**config.mk**
```make
export PLATFORM = sky130hd
export DESIGN_NAME = extbus_cs_timer
export DESIGN_NICKNAME = d
export VERILOG_FILES = /design/src/rtl/extbus_cs_pkg.sv /design/src/rtl/cs_timing_calc.sv /design/src/rtl/cs_strobe_gen.sv /design/src/rtl/cs_launch_stage.sv /design/src/rtl/extbus_cs_timer.sv
export SDC_FILE = /design/constraint.sdc
export NUM_CORES = 1
export LEC_CHECK = 0
export ABC_AREA = 1
export ABC_CLOCK_PERIOD_IN_PS = 5200
export CORE_UTILIZATION = 49
export CTS_CLUSTER_DIAMETER = 30
export DETAILED_ROUTE_END_ITERATION = 16
export PLACE_DENSITY = 0.8
export SLEW_MARGIN = 20
export SYNTH_ARGS = -nofsm -noshare
export SYNTH_HDL_FRONTEND = slang
export SYNTH_SLANG_ARGS = --single-unit
export TNS_END_PERCENT = 1
```
**constraint.sdc**
```tcl
create_clock -name clk_i -period 5.2 [get_ports clk_i]
set_input_delay 1.04 -clock clk_i [delete_from_list [all_inputs] [get_ports clk_i]]
set_output_delay 1.04 -clock clk_i [all_outputs]
set_load 0.05 [all_outputs]
```
**src/rtl/extbus_cs_pkg.sv**
```systemverilog
package extbus_cs_pkg;
    // Wait-count field width is fixed by the option word layout.
    localparam int SCY_W     = 4;
    localparam int MAX_WAIT  = 2 * ((1 << SCY_W) - 1);
    // Longest run: lag 3 + 1, strobe 2 + 2*MAX_WAIT, read hold 1 + 4, bypass 1.
    localparam int MAX_TICKS = 4 + 2 + 2 * MAX_WAIT + 5 + 1;
    localparam int TICK_W    = $clog2(MAX_TICKS + 1);

    // Vector indices of option fields (MSB is bit 0, index = 31 - bit).
    localparam int POS_NEG_EARLY = 31 - 20;
    localparam int POS_LAG_LO    = 31 - 22;
    localparam int POS_WAIT_LO   = 31 - 27;
    localparam int POS_RELAX     = 31 - 29;
    localparam int POS_HOLD_EXT  = 31 - 30;

    typedef logic [TICK_W-1:0] tick_t;

    typedef struct packed {
        logic [1:0]       cs_lag;
        logic             neg_early;
        logic [SCY_W-1:0] wait_cnt;
        logic             relax;
        logic             rd_hold_ext;
    } cs_opt_t;

    typedef struct packed {
        logic cs;
        logic oe;
        logic we;
        logic drv;
        logic wdrv;
    } strobe_t;

    typedef enum logic [1:0] {
        ST_IDLE,
        ST_SYNC,
        ST_ACTIVE,
        ST_ACK
    } xfer_state_e;
endpackage

```
**src/rtl/cs_timing_calc.sv**
```systemverilog
module cs_timing_calc
    import extbus_cs_pkg::*;
(
    input  cs_opt_t opt_i,
    input  logic    is_wr_i,
    input  logic    byp_i,
    output tick_t   cs_on_o,
    output tick_t   st_on_o,
    output tick_t   we_off_o,
    output tick_t   cs_off_o,
    output tick_t   oe_off_o,
    output tick_t   end_o,
    output tick_t   run_len_o,
    output tick_t   cap_o
);
    logic  lag_nz;
    tick_t waits, early, hold, vis_off, cut;

    always_comb begin
        lag_nz   = |opt_i.cs_lag;
        waits    = opt_i.relax ? tick_t'({opt_i.wait_cnt, 1'b0}) : tick_t'(opt_i.wait_cnt);
        cs_on_o  = lag_nz ? (opt_i.relax ? tick_t'(3) : tick_t'(1)) : tick_t'(0);
        st_on_o  = cs_on_o + tick_t'(lag_nz);
        oe_off_o = st_on_o + tick_t'(2) + (waits << 1);
        early    = opt_i.relax ? tick_t'(2) : (opt_i.neg_early ? tick_t'(1) : tick_t'(0));
        cut      = oe_off_o - early;
        we_off_o = (cut > st_on_o) ? cut : st_on_o + tick_t'(1);
        cs_off_o = (is_wr_i && lag_nz) ? we_off_o : oe_off_o;
        hold     = opt_i.rd_hold_ext ? (opt_i.relax ? tick_t'(4) : tick_t'(2)) : tick_t'(0);
        end_o    = is_wr_i ? oe_off_o : oe_off_o + tick_t'(1) + hold;
        run_len_o = end_o + tick_t'(byp_i);
        vis_off  = oe_off_o + tick_t'(byp_i);
        cap_o    = (vis_off - tick_t'(1)) & ~tick_t'(1);
    end
endmodule

```
**src/rtl/cs_strobe_gen.sv**
```systemverilog
module cs_strobe_gen
    import extbus_cs_pkg::*;
(
    input  logic    active_i,
    input  logic    is_wr_i,
    input  tick_t   t_i,
    input  tick_t   cs_on_i,
    input  tick_t   st_on_i,
    input  tick_t   we_off_i,
    input  tick_t   cs_off_i,
    input  tick_t   oe_off_i,
    input  tick_t   end_i,
    output strobe_t raw_o
);
    always_comb begin
        raw_o.cs   = active_i && (t_i >= cs_on_i) && (t_i < cs_off_i);
        raw_o.oe   = active_i && !is_wr_i && (t_i >= st_on_i) && (t_i < oe_off_i);
        raw_o.we   = active_i && is_wr_i && (t_i >= st_on_i) && (t_i < we_off_i);
        raw_o.drv  = active_i && (t_i < end_i);
        raw_o.wdrv = active_i && is_wr_i && (t_i < end_i);
    end
endmodule

```
**src/rtl/cs_launch_stage.sv**
```systemverilog
module cs_launch_stage
    import extbus_cs_pkg::*;
(
    input  logic    clk_i,
    input  logic    rst_ni,
    input  logic    byp_i,
    input  strobe_t raw_i,
    output strobe_t out_o
);
    strobe_t dly_q;

    always_ff @(posedge clk_i or negedge rst_ni) begin
        if (!rst_ni) begin
            dly_q <= '0;
        end else begin
            dly_q <= raw_i;
        end
    end

    assign out_o = byp_i ? dly_q : raw_i;
endmodule

```
**src/rtl/extbus_cs_timer.sv**
```systemverilog
module extbus_cs_timer
    import extbus_cs_pkg::*;
#(
    parameter int ADDR_W = 24,
    parameter int DATA_W = 16
) (
    input  logic              clk_i,
    input  logic              rst_ni,
    input  logic              bypass_i,
    input  logic              bank_en_i,
    input  logic [31:0]       opt_i,
    input  logic              req_valid_i,
    input  logic              req_write_i,
    input  logic [ADDR_W-1:0] req_addr_i,
    input  logic [DATA_W-1:0] req_wdata_i,
    output logic              req_ready_o,
    output logic              ack_o,
    output logic [DATA_W-1:0] rdata_o,
    output logic              bclk_o,
    output logic [ADDR_W-1:0] bus_addr_o,
    output logic [DATA_W-1:0] bus_wdata_o,
    output logic              bus_wdata_oe_o,
    output logic              bus_cs_o,
    output logic              bus_oe_o,
    output logic              bus_we_o,
    input  logic [DATA_W-1:0] bus_rdata_i
);
    xfer_state_e       state_q, state_d;
    tick_t             t_q, t_d;
    cs_opt_t           opt_q;
    logic              wr_q, byp_q, bclk_q;
    logic [ADDR_W-1:0] addr_q;
    logic [DATA_W-1:0] wdata_q, rdata_q;
    logic              accept, capture;
    tick_t             cs_on, st_on, we_off, cs_off, oe_off, end_t, run_len, cap_t;
    strobe_t           raw, launched;

    // Option bits with no timing role here.
    logic unused_opt_bits;
    assign unused_opt_bits = ^{opt_i[31:12], opt_i[8], opt_i[3], opt_i[0]};

    assign accept = req_valid_i && bank_en_i && (state_q == ST_IDLE);

    cs_timing_calc u_calc (
        .opt_i    (opt_q),
        .is_wr_i  (wr_q),
        .byp_i    (byp_q),
        .cs_on_o  (cs_on),
        .st_on_o  (st_on),
        .we_off_o (we_off),
        .cs_off_o (cs_off),
        .oe_off_o (oe_off),
        .end_o    (end_t),
        .run_len_o(run_len),
        .cap_o    (cap_t)
    );

    cs_strobe_gen u_strobe (
        .active_i (state_q == ST_ACTIVE),
        .is_wr_i  (wr_q),
        .t_i      (t_q),
        .cs_on_i  (cs_on),
        .st_on_i  (st_on),
        .we_off_i (we_off),
        .cs_off_i (cs_off),
        .oe_off_i (oe_off),
        .end_i    (end_t),
        .raw_o    (raw)
    );

    cs_launch_stage u_launch (
        .clk_i  (clk_i),
        .rst_ni (rst_ni),
        .byp_i  (byp_q),
        .raw_i  (raw),
        .out_o  (launched)
    );

    // State register.
    always_ff @(posedge clk_i or negedge rst_ni) begin
        if (!rst_ni) begin
            state_q <= ST_IDLE;
            t_q     <= '0;
        end else begin
            state_q <= state_d;
            t_q     <= t_d;
        end
    end

    // Next-state logic.
    always_comb begin
        state_d = state_q;
        t_d     = t_q;
        unique case (state_q)
            ST_IDLE:   if (accept) state_d = ST_SYNC;
            ST_SYNC: begin
                if (!bclk_q) begin
                    state_d = ST_ACTIVE;
                    t_d     = '0;
                end
            end
            ST_ACTIVE: begin
                if (t_q == run_len - tick_t'(1)) state_d = ST_ACK;
                else                             t_d = t_q + tick_t'(1);
            end
            ST_ACK:    state_d = ST_IDLE;
            default:   state_d = ST_IDLE;
        endcase
    end

    assign capture = !wr_q &&
                     (((state_q == ST_SYNC) && !bclk_q && (cap_t == '0)) ||
                      ((state_q == ST_ACTIVE) && (t_q + tick_t'(1) == cap_t)));

    // Request latch, bus clock and read capture.
    always_ff @(posedge clk_i or negedge rst_ni) begin
        if (!rst_ni) begin
            opt_q   <= '0;
            wr_q    <= 1'b0;
            byp_q   <= 1'b0;
            addr_q  <= '0;
            wdata_q <= '0;
            rdata_q <= '0;
            bclk_q  <= 1'b0;
        end else begin
            bclk_q <= !bclk_q;
            if (accept) begin
                opt_q.cs_lag      <= opt_i[POS_LAG_LO +: 2];
                opt_q.neg_early   <= opt_i[POS_NEG_EARLY];
                opt_q.wait_cnt    <= opt_i[POS_WAIT_LO +: SCY_W];
                opt_q.relax       <= opt_i[POS_RELAX];
                opt_q.rd_hold_ext <= opt_i[POS_HOLD_EXT];
                wr_q    <= req_write_i;
                byp_q   <= bypass_i;
                addr_q  <= req_addr_i;
                wdata_q <= req_wdata_i;
            end
            if (capture) rdata_q <= bus_rdata_i;
        end
    end

    // Outputs.
    always_comb begin
        req_ready_o    = (state_q == ST_IDLE);
        ack_o          = (state_q == ST_ACK);
        rdata_o        = rdata_q;
        bclk_o         = bclk_q;
        bus_cs_o       = launched.cs;
        bus_oe_o       = launched.oe;
        bus_we_o       = launched.we;
        bus_wdata_oe_o = launched.wdrv;
        bus_addr_o     = launched.drv  ? addr_q  : '0;
        bus_wdata_o    = launched.wdrv ? wdata_q : '0;
    end
endmodule

```
---- Word-level counts from Yosys, hierarchy flattened ----
Cells that the tools add are included.
storage, ports and cells
  flip-flop bits (word level) ............. 82
  input port bits ......................... 94
  output and inout bits ................... 63
  logic and storage cells ................. 92
operators by class
  add/subtract/negate cells ............... 12
  order comparisons ....................... 7
  equality and inequality tests ........... 9
  multiplexer cells ....................... 20
  reductions and logical operators ........ 26
operator list
  kind                   count
  $mux W7                8
  $lt A7 B7 Y1           4
  $mux W24               1
  $add A7 B1 Y7          3
  $add A7 B1 Y7 const B  3
  $logic_and A1 B1 Y1    17
  $mux W16               1
  $add A7 B7 Y7          2
  $eq A7 B7 Y1           2
  $ge A7 B7 Y1           2
  $pmux W7 S2            1
  $sub A7 B1 Y7 const B  2
  $mux W5                2
  $mux W2                4
  $pmux W2 S4            1
  $add A7 B2 Y7 const B  1
  $gt A7 B7 Y1           1
  $logic_not A7 Y1       1
  $sub A7 B7 Y7          1
  $ne A2 B2 Y1 const B   3
  $reduce_and A3 Y1      2
  $eq A2 B2 Y1 const B   2
  $mux W3                1
  $eq A2 B1 Y1 const B   1
  other kinds (7)        8

---- Logic depth before layout (Yosys ltp) ----
Gate-level depths: netlist of the first run.
  depth in word-level cells ............... 13
  mapped depth ............................ 29
  gate-level depth less buffers ........... 28

---- By module ----
Synthesis of the first run repeated with hierarchy kept, for this count alone.
second synthesis, totals
  cells, all modules ...................... 821
  area, all modules ....................... 6244.7 um2
modules (own cells, without submodules)
  module           times used  cells an instance  area an instance (um2)  sequential area each (um2)
  extbus_cs_timer  1           427                3853.7                  1926.8
  cs_timing_calc   1           186                1137.3                  0.0
  cs_strobe_gen    1           187                1068.5                  0.0
  cs_launch_stage  1           21                 185.2                   125.1

---- Least setup slack after synthesis of the first run ----
OpenSTA, ideal clock, no wires.
  path kind ............................... register -> output
  from .................................... register opt_q[1] (netlist bit)
  to ...................................... output port bus_wdata_o[10]
  arrival time ............................ 5460 ps
  path slack .............................. -1300 ps
  cell stages (with the launch flop) ...... 24
  cell sequence ........................... dfrtp_1 -> buf_6 -> inv_6 -> nor2_1 -> ha_1 -> ha_1 -> buf_2 -> inv_1 -> fa_1 -> nand3b_1 -> nor2_2 -> xnor2_2 -> inv_2 -> ha_1 -> nand2_1 -> inv_1 -> nand4_1 -> o211ai_1 -> nor2_1 -> nand2_1 -> o21ai_0 -> inv_1 -> buf_2 -> nor2_1
between the ends
  cells in the longest elaborated chain, start to end .. 12
  elaborated cells between the ends (all ways) .. 15
  classes of those cells .................. 5 x add/sub; 1 x order compare; 8 x mux; 1 x reduce/logical
RTL lines
  element                  line                    source
  start: declaration       extbus_cs_timer.sv:30   cs_opt_t opt_q;
  $mux W2                  cs_timing_calc.sv:22    cs_on_o = lag_nz ? (opt_i.relax ? tick_t'(3) : tick_t'(1)) : tick_t'(0);
  $mux W7                  cs_timing_calc.sv:22
  $add A7 B1 Y7            cs_timing_calc.sv:23    st_on_o = cs_on_o + tick_t'(lag_nz);
  $add A7 B2 Y7            cs_timing_calc.sv:24    oe_off_o = st_on_o + tick_t'(2) + (waits << 1);
  $add A7 B7 Y7            cs_timing_calc.sv:24
  $add A7 B1 Y7            cs_timing_calc.sv:30    end_o = is_wr_i ? oe_off_o : oe_off_o + tick_t'(1) + hold;
  $add A7 B7 Y7            cs_timing_calc.sv:30
  $mux W7 (*)              cs_timing_calc.sv:30
  $lt A7 B7 Y1 (*)         cs_strobe_gen.sv:20     raw_o.wdrv = active_i && is_wr_i && (t_i < end_i);
  $logic_and A1 B1 Y1 (*)  cs_strobe_gen.sv:20
  $mux W5 (*)              cs_launch_stage.sv:20   assign out_o = byp_i ? dly_q : raw_i;
  via bus_wdata_oe_o       extbus_cs_timer.sv:22   output logic bus_wdata_oe_o,
  $mux W16 (*)             extbus_cs_timer.sv:153  bus_wdata_o = launched.wdrv ? wdata_q : '0;
  end: declaration         extbus_cs_timer.sv:21   output logic [DATA_W-1:0] bus_wdata_o,
The timed path passes the listed nets; every way through them passes the cells marked *.

---- Worst setup path after layout of the first run ----
  from .................................... register opt_q[1] (netlist bit)
  to ...................................... output port bus_cs_o
between the ends
  cells in the longest elaborated chain, start to end .. 12
  elaborated cells between the ends (all ways) .. 17
  classes of those cells .................. 5 x add/sub; 3 x order compare; 7 x mux; 2 x reduce/logical
RTL lines
  element                  line                   source
  $mux W2                  cs_timing_calc.sv:22
  $mux W7                  cs_timing_calc.sv:22
  $add A7 B1 Y7            cs_timing_calc.sv:23
  $add A7 B2 Y7            cs_timing_calc.sv:24
  $add A7 B7 Y7            cs_timing_calc.sv:24
  $sub A7 B7 Y7            cs_timing_calc.sv:26   cut = oe_off_o - early;
  $gt A7 B7 Y1             cs_timing_calc.sv:27   we_off_o = (cut > st_on_o) ? cut : st_on_o + tick_t'(1);
  $mux W7                  cs_timing_calc.sv:27
  $mux W7                  cs_timing_calc.sv:28   cs_off_o = (is_wr_i && lag_nz) ? we_off_o : oe_off_o;
  $lt A7 B7 Y1             cs_strobe_gen.sv:16    raw_o.cs = active_i && (t_i >= cs_on_i) && (t_i < cs_off_i);
  $logic_and A1 B1 Y1 (*)  cs_strobe_gen.sv:16
  $mux W5 (*)              cs_launch_stage.sv:20
  end: declaration         extbus_cs_timer.sv:23  output logic bus_cs_o,
Mark *: on every way between the ends. The rest lies on a longest branch, timed or not.

==> run_results.csv, run 1 <==
group,metric,value,unit
setup_path,reg2reg_depth,25,
yosys,synth-seq-cells,82,
drt,drc,0,
setup_path,cp-start-kind,"flip-flop",
setup_path,worst_setup_path_end_kind,"primary output",
drt,drt_iter0_markers,459,
place,dp.cells,992,
yosys,seq_area_frac_synth,0.373,
floorplan,dieWidth,108,um
place,place_congestion,0.945,
yosys,synth-edff-count,0,
timing,final.setup.tns,-0.531,ns
grt,grt_max_degree,98,
timing,min_period,5.37,ns
outcome,violations,"setup timing",
timing,fmax,186,MHz
place,hpwl,10800,um
yosys,synth_most_common_cell,"nand2_1",
clocking,cts-root-buf,"clkbuf_8",
drt,post_drt_wl_per_cell,15.5,um
finish,fin_cells,1023,
setup_path,worst-path-buf-inv,5,
yosys,synth_area,5500,um^2
yosys,yosysWarnings,0,
outcome,status,"finished with violations",
floorplan,die_h,108,um
floorplan,num_io_pins,157,
clocking,insertion_delay,0.37,ns
floorplan,coreArea,10900,um^2
yosys,netlist.area_leader.share,0.373,
yosys,synth_cell_type_count,45,
clocking,ctsHoldBuffers,0,
floorplan,initial_core_util,0.505,
clocking,cts_buffers,9,
yosys,synth_commonest_cells,"nand2_1, nor2_1, inv_1",
finish,area_delta_synth_final,48.6,%
yosys,synthTopCellsByArea,"dfrtp_1, nand2_1, ha_1, nor2_1, inv_1",
finish,nets,1019,
timing,report.final.slew_viol_count,0,
finish,drive_gt1_frac,0.241,
flow_run,max_cap_viol_count,0,
setup_path,path_common_cell,"nand2_1",
drt,drt-total-wl,15800,um
setup_path,worstPathRequired,4.16,ns
grt,grt_pass1_wl,24600,um
clocking,clock_sinks,82,
drt,routed_via_density,5.41,
floorplan,die-area,11700,um^2
yosys,synth.net_count,868,
clocking,cts_tree,"done",
yosys,synth_largest_area_cell,"dfrtp_1",
min_path,holdCritPathClass,"flip-flop to flip-flop",
timing,worst_pin_slew,1.05,ns
grt,antenna_found_initial,0,
yosys,ys_dominant_reg_cell,"dfrtp_1",
setup_path,cp_max_fo,5,
timing,slew_headroom,0.299,
finish,final_util,0.751,
setup_path,cpMaxStageDelayCell,"fa_2",
drt,vias,5535,
floorplan,rows,38,
drt,drt_pre_antenna_iters,5,
timing,setup_viol,17,
setup_path,slowest_delay,0.58,ns
grt,grt_overflow_total,0,
setup_path,critPathKind,"flip-flop to primary output",
yosys,syn_inst,727,
timing,hold_violations,0,
setup_path,path_delay_family,"simple AND/OR/NAND/NOR gates",
drt,ant_nets,0,
clocking,h-tree-depth,3,
min_path,hold_depth,2,
finish,diodes,0,
grt,grt_pass1_vias,5527,
grt,grtUsageTotal,0.267,
yosys,synthArstFlopShare,1.00,
setup_path,worstSetupPathDepth,27,
place,portBuffers,133,
timing,layout_worst_path_cycle_share,1.03,
setup_path,arrival,4.33,ns
clocking,clk_pin_slew,0.09,ns
timing,fin_skew,0.0132,ns
timing,rsz0062_at_grt,"true",
timing,setup_slack,-0.172,ns
clocking,cts_buffer_depth,2,
yosys,syn_avg_cell_area,7.56,um^2
[through the flow]
stage	instance area, um^2	hold WS, ns	worst slack (ns)
after floorplan	5610	0.480	0.0282
after global placement	7560	0.456	0.253
after detailed placement	7560	0.458	0.117
after CTS	7900	0.482	0.0108
after global routing	8170	0.507	-0.390
final	8170	0.483	-0.172
[state kept, by name (all words and copies together), names as in the netlist]
| signal | flops |
|---|---|
| rdata_o | 16 |
| state_q | 2 |
| wdata_q | 16 |
| byp_q | 1 |
| wr_q | 1 |
| t_q | 7 |
| addr_q | 24 |
| bclk_o | 1 |
| u_launch.dly_q | 5 |
| opt_q | 9 |
[path summary, 6_finish.rpt]
path,startpoint,end,slack [ns]
max in group asynchronous,rst_ni,opt_q[1]$_DFFE_PN0P_,3.90
min reg2reg,rdata_o[6]$_DFFE_PN0P_,rdata_o[6]$_DFFE_PN0P_,0.48
max,opt_q[1]$_DFFE_PN0P_,bus_cs_o,-0.17
max reg2reg,opt_q[1]$_DFFE_PN0P_,u_launch.dly_q[4]$_DFF_PN0_,1.32
min,rdata_o[6]$_DFFE_PN0P_,rdata_o[6]$_DFFE_PN0P_,0.48
min in group asynchronous,rst_ni,t_q[4]$_DFFE_PN0P_,0.68
[repair_timing]
| action | CTS | global route |
|---|---|---|
| pin swaps | 8 | 25 |
| setup endpoints to repair | 43 | 43 |
| setup buffers | 4 | 10 |
| cloned | 1 | 0 |
| gates resized for setup | 32 | 54 |
[metal layers]
metal,routed length [um],track usage,part of all wire
met4,481,0.102,0.030
met5,0,0,0
met3,1310,0.0796,0.083
met2,7880,0.464,0.50
met1,6150,0.309,0.39
[final cells by class]
type	count	area [um^2]
timing repair inverter	1	16.3
timing repair buffer	162	2000
clock buffer	9	124
clock inverter	7	51.3
inverter	99	389
sequential	82	2050
fill	731	2720
multi-input combinational	523	3360
tap	140	175
[worst min-delay path, stage by stage (launching register included)]
cell and delay [ns]:
dfrtp_1 0.35, nand2_1 0.05, nand2_1 0.05
[kinds of logic (layout without fill, tap and decap cells)]
| kind of cell | count (synthesis) | after routing | share of synthesized area |
|---|---|---|---|
| fa+ha+maj | 47 | 47 | 0.111 |
| buf+inv | 122 | 278 | 0.0890 |
| simple gates | 364 | 364 | 0.298 |
| flops | 82 | 82 | 0.373 |
| mux | 5 | 5 | 0.0102 |
| compound gates | 93 | 93 | 0.0951 |
| xor+xnor | 14 | 14 | 0.0237 |
[layout by cell type (no fill, tap or decap), types with 5 or more instances in the layout]
cell | synthesis | layout
xor2_1 | 8 | 8
a21oi_1 | 60 | 56
nand2_1 | 152 | 146
nor2_1 | 114 | 66
clkdlybuf4s50_1 | 0 | 88
buf_12 | 0 | 45
clkbuf_8 | 0 | 9
ha_1 | 44 | 40
inv_2 | 6 | 7
dfrtp_1 | 82 | 81
inv_1 | 91 | 87
nand4_1 | 9 | 9
nand3_1 | 47 | 45
o21ai_0 | 15 | 12
buf_4 | 1 | 28
mux2_2 | 5 | 5
nand2_2 | 13 | 18
nor2_4 | 2 | 28
nand2_4 | 7 | 8
nor2_2 | 3 | 25
Power of run 1 is left out: the tool's default activity adds up to more than one toggle a clock period on the data nets, which glitch-free logic cannot reach.
==> run 2: changes to the inputs <==
==> constraint.sdc (replaced) <==
create_clock -name clk_i -period 5.2 [get_ports clk_i]
set_input_delay 1.04 -clock clk_i [delete_from_list [all_inputs] [get_ports clk_i]]
set_output_delay 1.04 -clock clk_i [all_outputs]
set_load 0.1 [all_outputs]
==> run_results.csv, run 2 (same netlist as run 1, synthesis figures left out) <==
group,metric,value,unit
finish,diodes,0,
setup_path,crit_path_start,"opt_q[7]$_DFFE_PN0P_",
setup_path,worstSetupPathDepth,25,
finish,top_register,"addr_q",
setup_path,worst_setup_path_end_kind,"primary output",
finish,area_delta_synth_final,46.3,%
timing,min_period,5.26,ns
timing,rsz0062_at_grt,"true",
setup_path,worstPathRequired,4.16,ns
place,hpwl,12000,um
outcome,violations,"setup timing",
setup_path,slowest_delay,0.61,ns
setup_path,r2r_end,"u_launch.dly_q[4]$_DFF_PN0_",
floorplan,num_io_pins,157,
floorplan,initial_core_util,0.505,
setup_path,r2r-start,"opt_q[7]$_DFFE_PN0P_",
drt,routed_via_density,5.27,
floorplan,rows,38,
floorplan,die_h,108,um
grt,grt_overflow_total,0,
drt,drt-total-wl,16000,um
grt,antenna_found_initial,0,
setup_path,worstSetupEndpoint,"bus_cs_o",
drt,ant_nets,0,
clocking,cts_buffers,9,
place,portBuffers,133,
setup_path,cpMaxStageDelayCell,"fa_2",
clocking,clock_sinks,82,
timing,report.final.slew_viol_count,0,
grt,grt_pass1_wl,26200,um
finish,layout_commonest_cell,"nand2_1",
finish,final_cell_mix,"nand2_1, clkdlybuf4s50_1, inv_1, dfrtp_1, nor2_1",
setup_path,rrSetupSlack,1.46,ns
drt,drt_pre_antenna_iters,4,
clocking,cts-root-buf,"clkbuf_8",
setup_path,cp_max_fo,5,
timing,layout_worst_path_cycle_share,1.01,
drt,post_drt_wl_per_cell,15.8,um
setup_path,critPathKind,"flip-flop to primary output",
timing,setup_slack,-0.0601,ns
clocking,h-tree-depth,3,
grt,grt_max_degree,98,
drt,drt_iter0_markers,314,
finish,nets,1008,
timing,fmax,190,MHz
grt,grt_pass1_vias,5543,
finish,fin_area,8040,um^2
setup_path,arrival,4.22,ns
drt,vias,5329,
setup_path,worst-path-buf-inv,4,
timing,fin_skew,0.0114,ns
drt,drc,0,
place,place_congestion,0.934,
timing,hold_violations,0,
floorplan,die-area,11700,um^2
clocking,cts_tree,"done",
clocking,cts_buffer_depth,2,
flow_run,max_cap_viol_count,0,
clocking,insertion_delay,0.35,ns
timing,setup_viol,20,
place,placedInstanceArea,7680,um^2
floorplan,coreArea,10900,um^2
setup_path,reg2reg_depth,24,
finish,drive_gt1_frac,0.225,
setup_path,cp-start-kind,"flip-flop",
min_path,holdCritPathClass,"flip-flop to flip-flop",
finish,largest_register_ffs,24,
timing,holdWs,0.484,ns
floorplan,dieWidth,108,um
setup_path,path_common_cell,"nand2_1",
grt,grtUsageTotal,0.288,
finish,nFillCells,778,
timing,worst_pin_slew,1.04,ns
clocking,clk_pin_slew,0.09,ns
setup_path,path_delay_family,"adder cells",
timing,slew_headroom,0.309,
outcome,status,"finished with violations",
-- run 2: timing repair --
| item | 4_1_cts | 5_1_grt |
|---|---|---|
| cloned | 1 | 0 |
| setup endpoints to repair | 43 | 43 |
| pin swaps | 10 | 3 |
| hold buffers | 0 | 0 |
| gates resized for setup | 19 | 6 |
| setup buffers | 8 | 0 |
-- run 2: layer usage --
layer | vias up | global-route usage | wire length, um
met5 | - | 0 | 0
met4 | 0 | 0.0705 | 212
met3 | 21 | 0.0802 | 1040
met2 | 150 | 0.512 | 8200
met1 | 2547 | 0.344 | 6520
li1 | 2611 | - | -
-- run 2: worst min-delay path by stage --
| stage | end | cells after the start | start | slack, ns |
|---|---|---|---|---|
| 6_report | rdata_o[3]$_DFFE_PN0P_ | 2 | rdata_o[3]$_DFFE_PN0P_ | 0.48 |
| 5_1_grt | rdata_o[3]$_DFFE_PN0P_ | 2 | rdata_o[3]$_DFFE_PN0P_ | 0.50 |
| 4_1_cts | rdata_o[9]$_DFFE_PN0P_ | 2 | rdata_o[9]$_DFFE_PN0P_ | 0.48 |
| 3_5_place_dp | rdata_o[9]$_DFFE_PN0P_ | 2 | rdata_o[9]$_DFFE_PN0P_ | 0.46 |
| 3_3_place_gp | rdata_o[1]$_DFFE_PN0P_ | 2 | rdata_o[1]$_DFFE_PN0P_ | 0.45 |
| 2_1_floorplan | addr_q[0]$_DFFE_PN0P_ | 2 | addr_q[0]$_DFFE_PN0P_ | 0.48 |
-- run 2: cell type report --
type | count | area, um^2 | share of cell area
clock inverters | 5 | 62.6 | 0.00778
inverters | 99 | 392 | 0.0487
well taps | 140 | 175 | 0.0218
clock buffers | 11 | 141 | 0.0176
repair inverters | 1 | 8.76 | 0.00109
flip-flops and latches | 82 | 2050 | 0.255
repair buffers | 151 | 1930 | 0.240
multi-input cells | 523 | 3280 | 0.408
-- run 2: worst min-delay path: cells and delay by family, from the launching register on --
kind             cells  cell delay [ns]
AND/OR/NAND/NOR      2             0.10
flip-flops           1             0.35
-- run 2: metrics by stage --
| step | setup TNS, ns | setup slack, ns | util | std cells |
|---|---|---|---|---|
| floorplan | -3.36 | -0.274 | - | 727 |
| detailed placement | -0.00843 | -0.00843 | 0.705 | 987 |
| finish | -0.809 | -0.0601 | 0.739 | 1012 |
| global route | -7.69 | -0.349 | 0.739 | 1012 |
| CTS | -1.40 | -0.0927 | 0.736 | 1012 |
| global placement | 0 | 0.185 | 0.705 | 987 |
Power of run 2 is left out for the same reason.
==> run 3: changes to the inputs <==
--- a/config.mk
+++ b/config.mk
@@ -7,6 +7,7 @@
 export LEC_CHECK = 0
 export ABC_AREA = 1
 export ABC_CLOCK_PERIOD_IN_PS = 5200
+export CAP_MARGIN = 10
 export CORE_UTILIZATION = 49
 export CTS_CLUSTER_DIAMETER = 30
 export DETAILED_ROUTE_END_ITERATION = 16
==> results of run 3 <==
Final layout, timing and power as in run 2 (identical DEF).
Power of run 3 is left out for the same reason.
